**src/rtl/stack_seq_pkg.sv**
```systemverilog
package stack_seq_pkg;
    typedef enum logic [2:0] {
        OP_NONE = 3'd0,
        OP_CALL = 3'd1,
        OP_IRQ  = 3'd2,
        OP_RET  = 3'd3,
        OP_RTI  = 3'd4
    } op_e;

    typedef enum logic [2:0] {
        SL_PCL = 3'd0,
        SL_PCH = 3'd1,
        SL_X   = 3'd2,
        SL_A   = 3'd3,
        SL_CC  = 3'd4
    } slot_e;

    localparam int SHORT_LEN = 2;
    localparam int LONG_LEN  = 5;
endpackage

```
**src/rtl/stack_ptr_step.sv**
```systemverilog
module stack_ptr_step #(
    parameter int AW = 12,
    parameter logic [AW-1:0] SP_TOP = 12'h07F,
    parameter logic [AW-1:0] SP_BOT = 12'h061
) (
    input  logic [AW-1:0] sp,
    output logic [AW-1:0] after_push,
    output logic [AW-1:0] pull_addr
);
    always_comb begin
        after_push = (sp == SP_BOT) ? SP_TOP : sp - AW'(1);
        pull_addr  = (sp == SP_TOP) ? SP_BOT : sp + AW'(1);
    end
endmodule

```
**src/rtl/frame_slot_map.sv**
```systemverilog
module frame_slot_map
    import stack_seq_pkg::*;
(
    input  op_e        op,
    input  logic [2:0] step,
    output slot_e      slot,
    output logic       is_push,
    output logic       last
);
    logic [2:0] len;
    logic [2:0] idx;

    always_comb begin
        is_push = (op == OP_CALL) || (op == OP_IRQ);
        len     = ((op == OP_CALL) || (op == OP_RET)) ? 3'(SHORT_LEN) : 3'(LONG_LEN);
        idx     = is_push ? step : (len - 3'd1 - step);
        slot    = slot_e'(idx);
        last    = (step == len - 3'd1);
    end
endmodule

```
**src/rtl/push_byte_sel.sv**
```systemverilog
module push_byte_sel
    import stack_seq_pkg::*;
#(
    parameter int PCW = 12,
    parameter int DW  = 8
) (
    input  slot_e          slot,
    input  logic [PCW-1:0] pc,
    input  logic [DW-1:0]  x,
    input  logic [DW-1:0]  a,
    input  logic [DW-1:0]  cc,
    output logic [DW-1:0]  data
);
    localparam int HI_W  = PCW - DW;
    localparam int PAD_W = DW - HI_W;

    always_comb begin
        unique case (slot)
            SL_PCL:  data = pc[DW-1:0];
            SL_PCH:  data = {{PAD_W{1'b1}}, pc[PCW-1:DW]};
            SL_X:    data = x;
            SL_A:    data = a;
            SL_CC:   data = cc;
            default: data = '0;
        endcase
    end
endmodule

```
**src/rtl/stack_seq.sv**
```systemverilog
module stack_seq
    import stack_seq_pkg::*;
#(
    parameter int AW  = 12,
    parameter int PCW = 12,
    parameter int DW  = 8,
    parameter logic [AW-1:0] SP_TOP = 12'h07F,
    parameter logic [AW-1:0] SP_BOT = 12'h061
) (
    input  logic           clk,
    input  logic           rst_n,
    input  logic           call_req,
    input  logic           irq_req,
    input  logic           ret_req,
    input  logic           rti_req,
    input  logic [PCW-1:0] pc_in,
    input  logic [DW-1:0]  x_in,
    input  logic [DW-1:0]  a_in,
    input  logic [DW-1:0]  cc_in,
    output logic           mem_we,
    output logic           mem_re,
    output logic [AW-1:0]  mem_addr,
    output logic [DW-1:0]  mem_wdata,
    input  logic [DW-1:0]  mem_rdata,
    output logic [PCW-1:0] pc_out,
    output logic [DW-1:0]  x_out,
    output logic [DW-1:0]  a_out,
    output logic [DW-1:0]  cc_out,
    output logic [AW-1:0]  sp_out,
    output logic           busy,
    output logic           done
);
    localparam int HI_W = PCW - DW;

    typedef struct packed {
        logic           active;
        op_e            op;
        logic [2:0]     step;
        logic [AW-1:0]  sp;
        logic [PCW-1:0] cap_pc;
        logic [DW-1:0]  cap_x;
        logic [DW-1:0]  cap_a;
        logic [DW-1:0]  cap_cc;
        logic [PCW-1:0] rs_pc;
        logic [DW-1:0]  rs_x;
        logic [DW-1:0]  rs_a;
        logic [DW-1:0]  rs_cc;
        logic           done;
    } st_t;

    st_t st_d, st_q;

    slot_e          slot;
    logic           is_push;
    logic           last;
    logic [AW-1:0]  sp_after_push;
    logic [AW-1:0]  sp_pull_addr;
    logic [DW-1:0]  push_data;
    op_e            pick;

    frame_slot_map u_map (
        .op      (st_q.op),
        .step    (st_q.step),
        .slot    (slot),
        .is_push (is_push),
        .last    (last)
    );

    stack_ptr_step #(.AW(AW), .SP_TOP(SP_TOP), .SP_BOT(SP_BOT)) u_ptr (
        .sp         (st_q.sp),
        .after_push (sp_after_push),
        .pull_addr  (sp_pull_addr)
    );

    push_byte_sel #(.PCW(PCW), .DW(DW)) u_sel (
        .slot (slot),
        .pc   (st_q.cap_pc),
        .x    (st_q.cap_x),
        .a    (st_q.cap_a),
        .cc   (st_q.cap_cc),
        .data (push_data)
    );

    // Request arbitration: interrupt, call, return-from-interrupt, return
    always_comb begin
        if (irq_req)       pick = OP_IRQ;
        else if (call_req) pick = OP_CALL;
        else if (rti_req)  pick = OP_RTI;
        else if (ret_req)  pick = OP_RET;
        else               pick = OP_NONE;
    end

    always_comb begin
        st_d      = st_q;
        st_d.done = 1'b0;
        mem_we    = 1'b0;
        mem_re    = 1'b0;
        mem_addr  = st_q.sp;
        mem_wdata = '0;

        if (!st_q.active) begin
            if (pick != OP_NONE) begin
                st_d.active = 1'b1;
                st_d.op     = pick;
                st_d.step   = '0;
                if ((pick == OP_CALL) || (pick == OP_IRQ)) begin
                    st_d.cap_pc = pc_in;
                    st_d.cap_x  = x_in;
                    st_d.cap_a  = a_in;
                    st_d.cap_cc = cc_in;
                end
            end
        end else begin
            if (is_push) begin
                // write then post-decrement
                mem_we    = 1'b1;
                mem_addr  = st_q.sp;
                mem_wdata = push_data;
                st_d.sp   = sp_after_push;
            end else begin
                // pre-increment then read
                mem_re   = 1'b1;
                mem_addr = sp_pull_addr;
                st_d.sp  = sp_pull_addr;
                unique case (slot)
                    SL_PCL:  st_d.rs_pc[DW-1:0]  = mem_rdata;
                    SL_PCH:  st_d.rs_pc[PCW-1:DW] = mem_rdata[HI_W-1:0];
                    SL_X:    st_d.rs_x  = mem_rdata;
                    SL_A:    st_d.rs_a  = mem_rdata;
                    SL_CC:   st_d.rs_cc = mem_rdata;
                    default: ;
                endcase
            end
            if (last) begin
                st_d.active = 1'b0;
                st_d.op     = OP_NONE;
                st_d.step   = '0;
                st_d.done   = 1'b1;
            end else begin
                st_d.step = st_q.step + 3'd1;
            end
        end
    end

    always_ff @(posedge clk) begin
        if (!rst_n) begin
            st_q        <= '0;
            st_q.op     <= OP_NONE;
            st_q.sp     <= SP_TOP;
        end else begin
            st_q <= st_d;
        end
    end

    assign pc_out = st_q.rs_pc;
    assign x_out  = st_q.rs_x;
    assign a_out  = st_q.rs_a;
    assign cc_out = st_q.rs_cc;
    assign sp_out = st_q.sp;
    assign busy   = st_q.active;
    assign done   = st_q.done;
endmodule

```
**config.mk**
```make
export PLATFORM = sky130hd
export DESIGN_NAME = stack_seq
export DESIGN_NICKNAME = d
export VERILOG_FILES = /design/src/rtl/stack_seq_pkg.sv /design/src/rtl/stack_ptr_step.sv /design/src/rtl/frame_slot_map.sv /design/src/rtl/push_byte_sel.sv /design/src/rtl/stack_seq.sv
export SDC_FILE = /design/constraint.sdc
export NUM_CORES = 1
export LEC_CHECK = 0
export ABC_CLOCK_PERIOD_IN_PS = 7400
export CAP_MARGIN = 20
export CORE_UTILIZATION = 41
export DETAILED_ROUTE_END_ITERATION = 16
export HOLD_SLACK_MARGIN = 0.03
export PLACE_DENSITY = 0.68
export SYNTH_ARGS = -nofsm -noshare
export SYNTH_HDL_FRONTEND = slang
export SYNTH_SLANG_ARGS = --single-unit
```
**constraint.sdc**
```tcl
create_clock -name clk -period 7.4 [get_ports clk]
set_clock_uncertainty 0.05 [all_clocks]
set_input_delay 1.48 -clock clk [delete_from_list [all_inputs] [get_ports clk]]
set_output_delay 1.48 -clock clk [all_outputs]
set_load 0.1 [all_outputs]
```
==> impl_metrics.ini <==
[detailed_routing]
first_iter_violations = 272
wirelength_mm = 13.5
routedWlPerCell_um = 15.5
vias_per_cell = 5.38
top_layer_used = met4
wl_met2_mm = 6.52
ant_nets = 0
via_count = 4683
drc = 0
first_pass_iters = 5
met1Wirelength_mm = 5.92
dr_wl_met3_um = 751

[timing]
setup_ws_ns = 1.15
finalSetupViolations = 0
post-route-period-util_pct = 84.4
worstMarginPinSlew_ns = 1.06
max_freq_ghz = 0.160
finalCriticalPeriod_ns = 6.25
finalMaxSlewViolations = 0
final_hold_viol_count = 0
relSlewSlack_pct = 29.4
fin_tns_setup_ns = 0
grt_setup_unrepaired = false

[run]
maxCapViolCount = 0

[place]
dp_hpwl_mm = 9.85
pre_cts_ws_ns = 1.55
io_buffers = 121
gp_congestion = 0.854

[critical_path]
crit_family = compound AO/OA/AOI/OAI gates
slowest_delay_ns = 1.16
critPathRequiredTime_ns = 5.87
critPathKind = register to output pin
critPathMaxFanout = 15
critPathBufInv = 2
cp_cell_sequence = or2b_1, ha_1, inv_1, ha_1, and4bb_2, a211o_2, a22oi_1, nand2_1, a31oi_1, clkdlybuf4s50_1
path_common_cell = ha_1
rrSetupSlack_ns = 4.05
critical_path_arrival_ns = 4.72
crit_slowest_cell = clkdlybuf4s50_1
critPathLaunchType = register
setup.worst_path.end_class = output pin

[global_routing]
grt.total_usage_pct = 21.2
gr-total-overflow = 0
grt_pass1_wl_mm = 22.0
grt_max_degree = 60
grt_pass1_vias = 4460
antenna_found_initial = 0

[synthesis]
synth.most_common_cell = nand2_1
syn_inst = 649
synth_nets = 705
synth-async-reset-ratio_pct = 0
synth_edf_count = 0
synth_area_mm2 = 0.00512
synthTopCellsByArea = dfxtp_1 (36%), nand2_1 (8.6%), buf_4 (7.0%)
synth_top_area_cell = dfxtp_1
synth_ff_type = dfxtp_1
ys_seq_elements = 92
ys_types = 67
yosys_warnings = 0
synth-seq-area-share_pct = 35.9
syn_avg_cell_area_um2 = 7.89
synth_top_area_share_pct = 35.9
yosys-top-cells-count = nand2_1 (118), dfxtp_1 (92), a21oi_1 (66)

[floorplan]
dieArea_mm2 = 0.0129
die_w_um = 114
io_pins = 122
initial_core_util_pct = 42.3
core-area_mm2 = 0.0121
rows = 40
dieHeight_um = 114

[finish]
area_growth_pct = 23.9
layout-drive-gt1-share_pct = 6.97
multi_input_area_mm2 = 0.00272
postLayoutCoreUtil_pct = 52.4
nFillCells = 1196
antenna-diode-count = 0
ff_latch_area_mm2 = 0.00184
nets = 754

[clock_tree]
cts_root_buf = clkbuf_16
cts.clk_slew.worst_paths_ns = 0.07
cts_setup_buffers = 0
clockBufferDepth = 2
clk_latency_ns = 0.34
cts_resized = 0
cts_max_level = 3
cts_buffers = 9
cts_tree = yes
clock-sinks = 92
postCtsHoldBufs = 0

[power]
p_comb_share_pct = 35.0
power.switching_w = 0.000638
vdd_ir_drop_max_mv = 0.110
p_int_w = 0.000946
powerDensity_mw_per_mm2 = 250
p_seq_share_pct = 35.8
clkPwrFrac_pct = 29.1
cellLeakagePower_nw = 2.23
swShare_pct = 40.3

[worst_hold_path]
hp-class = register to register

[status]
status = finished, final reports clean
-- layout by cell type (no fill, tap or decap), drive strengths merged, types with 3 or more instances in the layout --
master,n
a22oi,4
mux2i,22
a221o,3
nor2,48
a211oi,4
a31oi,15
and2,3
and3,6
nand4b,4
a21o,3
nand3,27
nand2,119
o31ai,4
and4,5
ha,6
nand4,6
a31o,4
nor3,13
xnor2,6
nor4,8
a221oi,3
clkdlybuf4s50,121
inv,12
a21boi,6
nor2b,8
a21oi,66
buf,4
a32oi,4
nand2b,3
clkbuf,10
xor2,4
o21ai,31
dfxtp,92
-- power groups by stage --
| stage | clock network, W | logic, W | registers [W] |
|---|---|---|---|
| 2_1_floorplan | 0 | 0.000458 | 0.000556 |
| 3_3_place_gp | 0 | 0.000549 | 0.000577 |
| 3_5_place_dp | 0 | 0.000554 | 0.000578 |
| 4_1_cts | 0.000471 | 0.000556 | 0.000567 |
| 5_1_grt | 0.000496 | 0.000587 | 0.000573 |
| 6_report | 0.000461 | 0.000555 | 0.000568 |
-- final timing paths --
path	endpoint	startpoint	depth (start not counted)
worst min register to register	a_out[3]$_SDFFE_PN0P_	a_out[3]$_SDFFE_PN0P_	2
worst max register to register	a_out[1]$_SDFFE_PN0P_	st_q[88]$_SDFFE_PN0P_	9
worst max-delay path	mem_wdata[6]	st_q[88]$_SDFFE_PN0P_	10
worst min-delay path	a_out[3]$_SDFFE_PN0P_	a_out[3]$_SDFFE_PN0P_	2
-- flip-flops by register name (all words and copies together), names as in the netlist --
signal  cells
sp_out     12
busy        1
pc_out     12
a_out       8
cc_out      8
x_out       8
done        1
st_q       42
-- logic make-up after synthesis --
family / count (synthesis) / share of synthesized area [%]
and+or+nand+nor: 261 / 24.7
AOI/OAI and AO/OA: 160 / 20.3
buffers and inverters: 97 / 11.1
DFF: 92 / 35.9
muxes: 23 / 4.52
xor gates and xnor gates: 10 / 2.00
adders and majority gates: 6 / 1.47
-- through the flow --
step | instance area (um^2) | instances | hold WS [ns] | power [W]
global placement | 6050 | 855 | 0.392 | 0.00113
detailed placement | 6050 | 855 | 0.396 | 0.00113
finish | 6350 | 871 | 0.406 | 0.00158
CTS | 6350 | 871 | 0.406 | 0.00159
floorplan | 5120 | 649 | 0.382 | 0.00101
global route | 6350 | 871 | 0.428 | 0.00165
-- cell type report --
| type | instances | area share (%) |
|---|---|---|
| Clock buffer | 10 | 3.61 |
| Clock inverter | 6 | 1.08 |
| Inverter | 10 | 0.591 |
| Multi-Input combinational cell | 460 | 42.9 |
| Sequential cell | 92 | 29.0 |
| Tap cell | 168 | 3.31 |
| Timing Repair Buffer | 125 | 19.5 |
-- layer usage --
| metal | up-vias | track usage [%] |
|---|---|---|
| met5 | - | 0 |
| met2 | 156 | 36.1 |
| li1 | 2342 | - |
| met4 | 0 | 8.31 |
| met1 | 2166 | 26.7 |
| met3 | 19 | 3.83 |
-- worst reg2reg max path, delay by kind of cell (launching register included) --
| family | cells | cell delay (ns) |
|---|---|---|
| fa+ha+maj | 2 | 0.40 |
| compound gates | 3 | 1.50 |
| simple gates | 3 | 0.79 |
| buf+inv | 1 | 0.06 |
| flops | 1 | 0.50 |
No activity file was read; power rests on OpenSTA's default activity.
